<file path="config.mk">
export PLATFORM = sky130hd
export DESIGN_NAME = blkxfer_seq
export DESIGN_NICKNAME = d
export VERILOG_FILES = /design/src/rtl/blkxfer_pkg.sv /design/src/rtl/blkxfer_pick.sv /design/src/rtl/blkxfer_plan.sv /design/src/rtl/blkxfer_seq.sv
export SDC_FILE = /design/constraint.sdc
export NUM_CORES = 1
export LEC_CHECK = 0
export ABC_CLOCK_PERIOD_IN_PS = 10900
export BUFFER_PORTS_ARGS = -buffer_cell sky130_fd_sc_hd__buf_2
export CORE_MARGIN = 3
export CORE_UTILIZATION = 35
export DETAILED_ROUTE_END_ITERATION = 10
export PLACE_DENSITY_LB_ADDON = 0.2
export SYNTH_ARGS = -nofsm -noshare
export SYNTH_HDL_FRONTEND = slang
export SYNTH_SLANG_ARGS = --single-unit
</file>
<file path="constraint.sdc">
create_clock -name clk -period 10.9 [get_ports clk]
set_input_delay 0 -clock clk [delete_from_list [all_inputs] [get_ports clk]]
set_output_delay 0 -clock clk [all_outputs]
set_load 0.005 [all_outputs]
</file>
<file path="src/rtl/blkxfer_pkg.sv">
package blkxfer_pkg;

  typedef enum logic [1:0] {
    AM_UP_AFTER   = 2'd0,
    AM_UP_BEFORE  = 2'd1,
    AM_DN_AFTER   = 2'd2,
    AM_DN_BEFORE  = 2'd3
  } amode_e;

  typedef enum logic [1:0] {
    ST_IDLE = 2'd0,
    ST_RUN  = 2'd1,
    ST_FIN  = 2'd2
  } seq_state_e;

  // Stack convention to addressing mode; a store is a push, a load a pop.
  function automatic amode_e stack_to_mode(input logic desc, input logic full,
                                           input logic pop);
    amode_e m;
    if (!pop) begin
      if (desc) m = full ? AM_DN_BEFORE : AM_DN_AFTER;
      else      m = full ? AM_UP_BEFORE : AM_UP_AFTER;
    end else begin
      if (desc) m = full ? AM_UP_AFTER  : AM_UP_BEFORE;
      else      m = full ? AM_DN_AFTER  : AM_DN_BEFORE;
    end
    return m;
  endfunction

endpackage

</file>
<file path="src/rtl/blkxfer_pick.sv">
module blkxfer_pick #(
  parameter int NREGS = 16,
  localparam int IDX_W = $clog2(NREGS),
  localparam int CNT_W = $clog2(NREGS + 1)
) (
  input  logic [NREGS-1:0] mask,
  output logic [IDX_W-1:0] lo_idx,
  output logic [CNT_W-1:0] cnt
);

  always_comb begin
    lo_idx = '0;
    cnt    = '0;
    for (int i = NREGS - 1; i >= 0; i--) begin
      if (mask[i]) lo_idx = IDX_W'(i);
      cnt = cnt + CNT_W'(mask[i]);
    end
  end

endmodule

</file>
<file path="src/rtl/blkxfer_plan.sv">
module blkxfer_plan
  import blkxfer_pkg::*;
#(
  parameter int ADDR_W     = 32,
  parameter int NREGS      = 16,
  parameter int WORD_BYTES = 4,
  localparam int CNT_W = $clog2(NREGS + 1)
) (
  input  logic [ADDR_W-1:0] base,
  input  logic [CNT_W-1:0]  count,
  input  amode_e            mode,
  output logic [ADDR_W-1:0] first_addr,
  output logic [ADDR_W-1:0] final_base
);

  function automatic logic [ADDR_W-1:0] span_of(input logic [CNT_W-1:0] n);
    return ADDR_W'(n) * ADDR_W'(WORD_BYTES);
  endfunction

  function automatic logic [ADDR_W-1:0] start_of(input logic [ADDR_W-1:0] b,
                                                 input logic [ADDR_W-1:0] s,
                                                 input amode_e m);
    logic [ADDR_W-1:0] w;
    w = ADDR_W'(WORD_BYTES);
    case (m)
      AM_UP_AFTER:  return b;
      AM_UP_BEFORE: return b + w;
      AM_DN_AFTER:  return b - s + w;
      default:      return b - s;
    endcase
  endfunction

  function automatic logic [ADDR_W-1:0] end_of(input logic [ADDR_W-1:0] b,
                                               input logic [ADDR_W-1:0] s,
                                               input amode_e m);
    return (m == AM_UP_AFTER || m == AM_UP_BEFORE) ? b + s : b - s;
  endfunction

  logic [ADDR_W-1:0] span;
  assign span       = span_of(count);
  assign first_addr = start_of(base, span, mode);
  assign final_base = end_of(base, span, mode);

endmodule

</file>
<file path="src/rtl/blkxfer_seq.sv">
module blkxfer_seq
  import blkxfer_pkg::*;
#(
  parameter int ADDR_W     = 32,
  parameter int NREGS      = 16,
  parameter int WORD_BYTES = 4,
  localparam int IDX_W   = $clog2(NREGS),
  localparam int CNT_W   = $clog2(NREGS + 1),
  localparam int ALIGN_W = $clog2(WORD_BYTES)
) (
  input  logic              clk,
  input  logic              rst_n,
  input  logic              start,
  input  logic [ADDR_W-1:0] base_addr,
  input  logic [NREGS-1:0]  reg_mask,
  input  logic [1:0]        addr_mode,
  input  logic              is_load,
  input  logic              wb_req,
  input  logic              stack_en,
  input  logic              stack_desc,
  input  logic              stack_full,
  output logic              busy,
  output logic              xfer_valid,
  output logic [ADDR_W-1:0] xfer_addr,
  output logic [IDX_W-1:0]  xfer_idx,
  output logic              xfer_load,
  output logic              done,
  output logic              fault,
  output logic              wb_valid,
  output logic [ADDR_W-1:0] wb_value
);

  seq_state_e        st_q;
  logic [NREGS-1:0]  rem_q;
  logic [ADDR_W-1:0] cur_q, fin_q;
  logic              wb_q, load_q, fault_q;

  logic [IDX_W-1:0]  in_lo_unused, lo_idx;
  logic [CNT_W-1:0]  in_cnt, rem_cnt;
  logic [ADDR_W-1:0] first_a, final_a;
  amode_e            eff_mode;
  logic              eff_wb, misalign;

  // Named internal events for the assertions.
  logic accept_evt, step_evt, last_step_evt, short_evt;

  blkxfer_pick #(.NREGS(NREGS)) u_in_pick (
    .mask(reg_mask), .lo_idx(in_lo_unused), .cnt(in_cnt)
  );

  blkxfer_pick #(.NREGS(NREGS)) u_rem_pick (
    .mask(rem_q), .lo_idx(lo_idx), .cnt(rem_cnt)
  );

  assign eff_mode = stack_en ? stack_to_mode(stack_desc, stack_full, is_load)
                             : amode_e'(addr_mode);
  assign eff_wb   = stack_en | wb_req;
  assign misalign = |base_addr[ALIGN_W-1:0];

  blkxfer_plan #(.ADDR_W(ADDR_W), .NREGS(NREGS), .WORD_BYTES(WORD_BYTES)) u_plan (
    .base(base_addr), .count(in_cnt), .mode(eff_mode),
    .first_addr(first_a), .final_base(final_a)
  );

  assign accept_evt    = start && (st_q == ST_IDLE);
  assign short_evt     = accept_evt && (misalign || in_cnt == '0);
  assign step_evt      = (st_q == ST_RUN);
  assign last_step_evt = step_evt && (rem_cnt == CNT_W'(1));

  always_ff @(posedge clk or negedge rst_n) begin
    if (!rst_n) begin
      st_q    <= ST_IDLE;
      rem_q   <= '0;
      cur_q   <= '0;
      fin_q   <= '0;
      wb_q    <= 1'b0;
      load_q  <= 1'b0;
      fault_q <= 1'b0;
    end else begin
      case (st_q)
        ST_IDLE: if (accept_evt) begin
          rem_q   <= reg_mask;
          cur_q   <= first_a;
          fin_q   <= final_a;
          wb_q    <= eff_wb;
          load_q  <= is_load;
          fault_q <= misalign;
          st_q    <= short_evt ? ST_FIN : ST_RUN;
        end
        ST_RUN: begin
          rem_q <= rem_q & ~(NREGS'(1) << lo_idx);
          cur_q <= cur_q + ADDR_W'(WORD_BYTES);
          if (last_step_evt) st_q <= ST_FIN;
        end
        default: st_q <= ST_IDLE;
      endcase
    end
  end

  assign busy       = (st_q != ST_IDLE);
  assign xfer_valid = step_evt;
  assign xfer_addr  = cur_q;
  assign xfer_idx   = lo_idx;
  assign xfer_load  = load_q;
  assign done       = (st_q == ST_FIN);
  assign fault      = done && fault_q;
  assign wb_valid   = done && wb_q && !fault_q;
  assign wb_value   = fin_q;

  // Transfers never happen outside a busy window.
  p_xfer_in_busy_r9: assert property (@(posedge clk) disable iff (!rst_n)
    xfer_valid |-> busy);

  // Completion is a single-cycle pulse.
  p_done_single_r9: assert property (@(posedge clk) disable iff (!rst_n)
    done |=> !done);

  // Back-to-back transfers step the address by one word.
  p_addr_step_r4: assert property (@(posedge clk) disable iff (!rst_n)
    ($past(xfer_valid) && xfer_valid) |-> xfer_addr == $past(xfer_addr) + ADDR_W'(WORD_BYTES));

  // Back-to-back transfers visit strictly higher register indices.
  p_idx_rising_r2: assert property (@(posedge clk) disable iff (!rst_n)
    ($past(xfer_valid) && xfer_valid) |-> xfer_idx > $past(xfer_idx));

  // A fault comes with no transfer and no writeback.
  p_fault_quiet_r8: assert property (@(posedge clk) disable iff (!rst_n)
    fault |-> (!wb_valid && !xfer_valid));

  // The last transfer is followed by the completion pulse.
  p_last_then_done_r2: assert property (@(posedge clk) disable iff (!rst_n)
    last_step_evt |=> done);

  // A misaligned or empty request completes on the next cycle.
  p_short_done_r7: assert property (@(posedge clk) disable iff (!rst_n)
    short_evt |=> (done && !xfer_valid));

endmodule

</file>
==> results of run 1 <==
placed cells by master (no fill, tap or decap), types with 10 or more instances in the layout:
master and instances:
nand2_1 151, buf_2 130, o21ai_0 108, nor2_1 94
a21oi_1 92, dfrtp_1 85, inv_1 65, xnor2_1 58
xor2_1 38, nand3_1 36, nor3_1 35, ha_1 29
fa_1 22, dlygate4sd3_1 22, a31oi_1 20, nor4_1 19
a211oi_1 19, nand4_1 13, nand2b_1 10, buf_4 10
power by group:
part	leakage, nW	switching [mW]	internal (mW)	total, mW
registers	1.03	0.160	0.467	0.627
logic	2.92	0.999	0.695	1.69
clock network	0.171	0.155	0.228	0.383
cells by family (layout without fill, tap and decap cells):
logic type	count (synthesis)	after routing	synth area share, %
muxes	4	4	0.616
DFF	85	85	24.9
buffers and inverters	139	244	6.19
AOI/OAI and AO/OA	333	333	24.1
xor gates and xnor gates	96	96	9.85
and+or+nand+nor	433	433	24.9
adders and majority gates	51	51	9.41
worst min-delay path: stages:
cell and delay [ps]:
buf_2 160, xnor2_1 130, o21ai_0 70
registers in the layout, indices dropped and copies added (netlist names):
signal	count
fault_q	1
rem_q	16
st_q	2
wb_q	1
wb_value	32
xfer_addr	32
xfer_load	1
per-stage QoR:
stage                     instances  hold WS [ps]  setup slack [ps]
final                          1565          45.0              3550
after detailed placement       1527          28.9              3800
after CTS                      1565          40.5              3580
after global placement         1527          44.3              3810
after floorplan                1141          -296              4460
after global routing           1565          61.6              3000
layout make-up:
type / instances / area, sq um
multi-input combinational: 917 / 5890
fill: 2517 / 13700
clock inverter: 7 / 134
tap: 319 / 399
sequential: 85 / 2130
clock buffer: 9 / 225
inverter: 66 / 248
timing repair buffer: 162 / 946
path summary, 6_finish.rpt:
path	endpoint	slack [ps]	cells past startpoint
min in group asynchronous	wb_value[1]	200	2
min	wb_value[27]	40	3
max	xfer_addr[21]	3550	26
min reg2reg	wb_value[1]	470	2
max reg2reg	st_q[0]	6370	15
max in group asynchronous	wb_value[14]	9650	3
per-layer routing:
layer  vias up  wire length [microns]
li1       4254                      -
met4         0                    313
met3        19                   1690
met1      4000                  13900
met2       276                  12000
met5         -                      0
what timing repair did:
item,in CTS,in global routing
hold endpoints to repair,63,0
hold buffers,22,0
setup buffers,0,0
==> qor.yml, run 1 <==
clock-root-buffer: "clkbuf_16"
design_area_sq_um: 9970
p_leak_nw: 4.13
timing.setup.tns_ps: 0
io_buffers: 131
critPathKind: "input pin to flop"
crit_family: "adder cells"
num_rows: 56
grt_pass1_wl_microns: 46100
dpl-instance-area_sq_um: 9390
total_power_mw: 2.70
worstHoldStart: "base_addr[27]"
via_count: 8549
die-area_sq_um: 26300
antennaDiodeCount: 0
cts_tree: "done"
top_usage_layer: "met2"
max_cap_viol_count: 0
yosys_warnings: 0
max_freq_mhz: 136
clkLatencyLatePin_ps: 360
timing.rr.start: "rem_q[14]"
synth_top_area_share_pct: 24.9
rsz0062_at_grt: "no"
async_flop_share_pct: 100
cts_max_level: 3
gr-usage-met3_pct: 3.60
crit_arrival_ps: 7530
crit_buf_inv: 6
hold_class: "input pin to flop"
worstMarginPinSlew_ps: 1030
coreArea_sq_um: 23700
start_kind: "input pin"
drt_iter0_drc: 778
syn_to_final_growth_pct: 16.8
syn-num-nets: 1250
synth_cell_type_count: 72
post-route-min-period_ps: 7350
maxSlewHeadroom_pct: 30.8
die_w_microns: 162
clk_pin_slew_worst_paths_ps: 70
antenna_left: 0
cp_max_fo: 10
grt_util_all_layers_pct: 21.4
max_stage_delay_ps: 570
layout-drive-gt1-share_pct: 14.3
ir_drop_v: 0.000212
route.detailed.drc: 0
synth_area_leaders: "dfrtp_1, nand2_1, o21ai_0"
finalCritPeriodShare_pct: 67.4
syn-cell-area_sq_um: 8530
crit_top_cell: "fa_1"
clock_skew_ps: 14.7
grt_max_degree: 102
report.final.hold_viol_count: 0
critPathLaunch: "reg_mask[15]"
cts_resized: 0
cts_buffers: 9
synth_most_common_cell: "nand2_1"
yosys.area.top_type: "dfrtp_1"
syn_inst: 1141
setup_viol_count_final: 0
synth-seq-cells: 85
met1_usage_pct: 32.0
grt_overflow_total: 0
initial_core_util_pct: 36.0
ys_seq_area_share_pct: 24.9
synthFlopType: "dfrtp_1"
grt_pass1_vias: 8342
clockBufferDepth: 2
synth_common_cells: "nand2_1, o21ai_0, nor2_1"
cp-end-kind: "flop"
drv_slew: 0
final_core_util_pct: 42.1
synth_edf_count: 0
cp_slowest_cell: "nor4_2"
nNetsFinal: 1350
cp.required_ps: 11080
dp_hpwl_microns: 21000
firstDrtPassIters: 5
cts_sinks: 85
drt-total-wl_microns: 27900
via_per_inst: 5.46
grt_antenna_before_repair: 0
outcome: "finished clean"
ios: 132
routabilityCongestion: 0.906
powerDensity_nw_per_um2: 271
avgSynthCellArea_sq_um: 7.48
grt_util_met2_pct: 32.8
die_y_microns: 162
wl_per_cell_microns: 17.8
Note: power is estimated with default switching activity, not from simulation.
==> inputs of run 2 (changes only) <==
Settings changed: ABC_AREA from default to 1, ABC_CLOCK_PERIOD_IN_PS 10900 to 6900.
Clock period 10.9 ns to 6.9 ns, I/O delays scaled along.
==> qor.yml, run 2 <==
max_cap_viol_count: 0
gr-usage-met3_pct: 2.97
synth-seq-cells: 85
cts_resized: 0
die_w_microns: 170
crit_buf_inv: 7
synth_top_area_share_pct: 22.6
firstDrtPassIters: 5
outcome: "finished clean"
clock_skew_ps: 17.9
cts_max_level: 3
rsz0062_at_grt: "no"
synthFlopType: "dfrtp_1"
synth_area_leaders: "dfrtp_1, nand2_1, inv_1"
ios: 132
die_y_microns: 170
p_leak_nw: 5.23
synth_common_cells: "nand2_1, inv_1, nor2_1"
grt_pass1_wl_microns: 55600
top_usage_layer: "met2"
clockBufferDepth: 2
report.final.hold_viol_count: 0
cp.required_ps: 7190
grt_antenna_before_repair: 0
final.setup.worst_slack_ps: 718
start_kind: "input pin"
grt_overflow_total: 0
grt_util_all_layers_pct: 24.0
grt_util_met2_pct: 41.6
io_buffers: 131
die-area_sq_um: 28800
critPathKind: "input pin to flop"
powerDensity_nw_per_um2: 413
wl_per_cell_microns: 17.6
dp_cells: 1909
layout-drive-gt1-share_pct: 15.0
crit_arrival_ps: 6470
antennaDiodeCount: 0
syn-num-nets: 1600
clock-root-buffer: "clkbuf_16"
ir_drop_v: 0.000249
synth_edf_count: 0
syn_to_final_growth_pct: 14.6
cts_buffers: 9
route.detailed.drc: 0
stdcell_count: 1937
synth_most_common_cell: "nand2_1"
grt_pass1_vias: 10161
post-route-min-period_ps: 6180
cp_max_fo: 7
drv_slew: 0
via_per_inst: 5.30
crit_top_cell: "nand2_1"
drt-total-wl_microns: 34200
yosys_warnings: 0
cp-end-kind: "flop"
worstMarginPinSlew_ps: 788
max_stage_delay_ps: 530
setup_viol_count_final: 0
synth_cell_type_count: 57
ys_seq_area_share_pct: 22.6
num_rows: 59
timing.setup.tns_ps: 0
post_cts_buffers: 0
max_freq_mhz: 162
via_count: 10271
coreArea_sq_um: 26200
met1_usage_pct: 31.8
dp_hpwl_microns: 26500
mostFrequentLayoutCells: "nand2_1, inv_1, nor2_1"
final_common_cell: "nand2_1"
cts_hold_buf: 12
async_flop_share_pct: 100
hold_class: "input pin to flop"
clk_pin_slew_worst_paths_ps: 90
nNetsFinal: 1706
syn_inst: 1491
avgSynthCellArea_sq_um: 6.30
cts_sinks: 85
antenna_left: 0
yosys.area.top_type: "dfrtp_1"
maxSlewHeadroom_pct: 47.4
drt_iter0_drc: 743
crit_family: "adder cells"
initial_core_util_pct: 35.8
routabilityCongestion: 0.958
finalCritPeriodShare_pct: 89.6
cp_slowest_cell: "dlygate4sd3_1"
cts_tree: "done"
dp_slack_ps: 718
clkLatencyLatePin_ps: 370
syn-cell-area_sq_um: 9390
grt_max_degree: 60
[run 2: cell count changes after synthesis, moves of 23 or more]
cell and change:
xnor2_1 -56, nor2_1 +43, o21ai_0 -31, inv_1 +122
nand3_1 +82, nand2_1 +245, nand2_2 +23
[run 2: kinds of logic after synthesis]
kind of cell             count (synthesis)  synth area share [%]
AND/OR/NAND/NOR                        791                  38.2
AO/OA/AOI/OAI                          285                  18.0
buffers and inverters                  256                  10.5
flip-flops                              85                  22.6
adder cells (fa/ha/maj)                 51                  8.55
XOR/XNOR                                23                  2.14
[run 2: worst min-delay path, delay by kind of cell]
kind	cells	cell delay [ps]
compound gates	1	70
simple gates	1	180
buf+inv	1	120
[run 2: area by class of cell]
class,instances,area [sq um]
clock buffer,9,225
multi-input combinational,1150,6300
fill,2882,15400
sequential,85,2130
inverter,196,736
clock inverter,7,80.1
timing repair buffer,155,868
tap,335,419
[run 2: worst paths after layout]
check	from	to	slack, ps	cells past startpoint
worst max register to register	rem_q[15]	st_q[1]	2260	17
worst max-delay path	reg_mask[0]	xfer_addr[30]	720	34
min in group asynchronous	rst_n	wb_value[24]	150	2
worst min-delay path	reg_mask[11]	rem_q[11]	40	3
max in group asynchronous	rst_n	rem_q[0]	5610	3
worst min register to register	xfer_addr[0]	xfer_addr[0]	470	2
[run 2: through the flow]
stage                     total power [mW]  util [%]  hold WS, ps  instance area [sq um]
final                                 4.45      41.1         39.2                  10800
after global routing                  4.98      41.1         81.7                  10800
after detailed placement              3.94      39.4        -2.55                  10300
after CTS                             4.50      41.1         35.4                  10800
after global placement                3.89      39.4        -8.35                  10300
after floorplan                       3.01         -         -296                   9390
[run 2: routing by layer]
metal / wire, microns / vias to the layer above / part of all wire, %
met4: 676 / 0 / 2.0
li1: - / 5115 / -
met1: 15300 / 4844 / 45
met5: 0 / - / 0
met3: 1370 / 44 / 4.0
met2: 16800 / 268 / 49
[run 2: report_power, final]
group | internal (mW) | switching, mW | leakage [nW] | total [mW]
registers | 0.743 | 0.220 | 0.992 | 0.963
logic | 1.10 | 1.86 | 4.10 | 2.95
clock network | 0.286 | 0.245 | 0.143 | 0.531
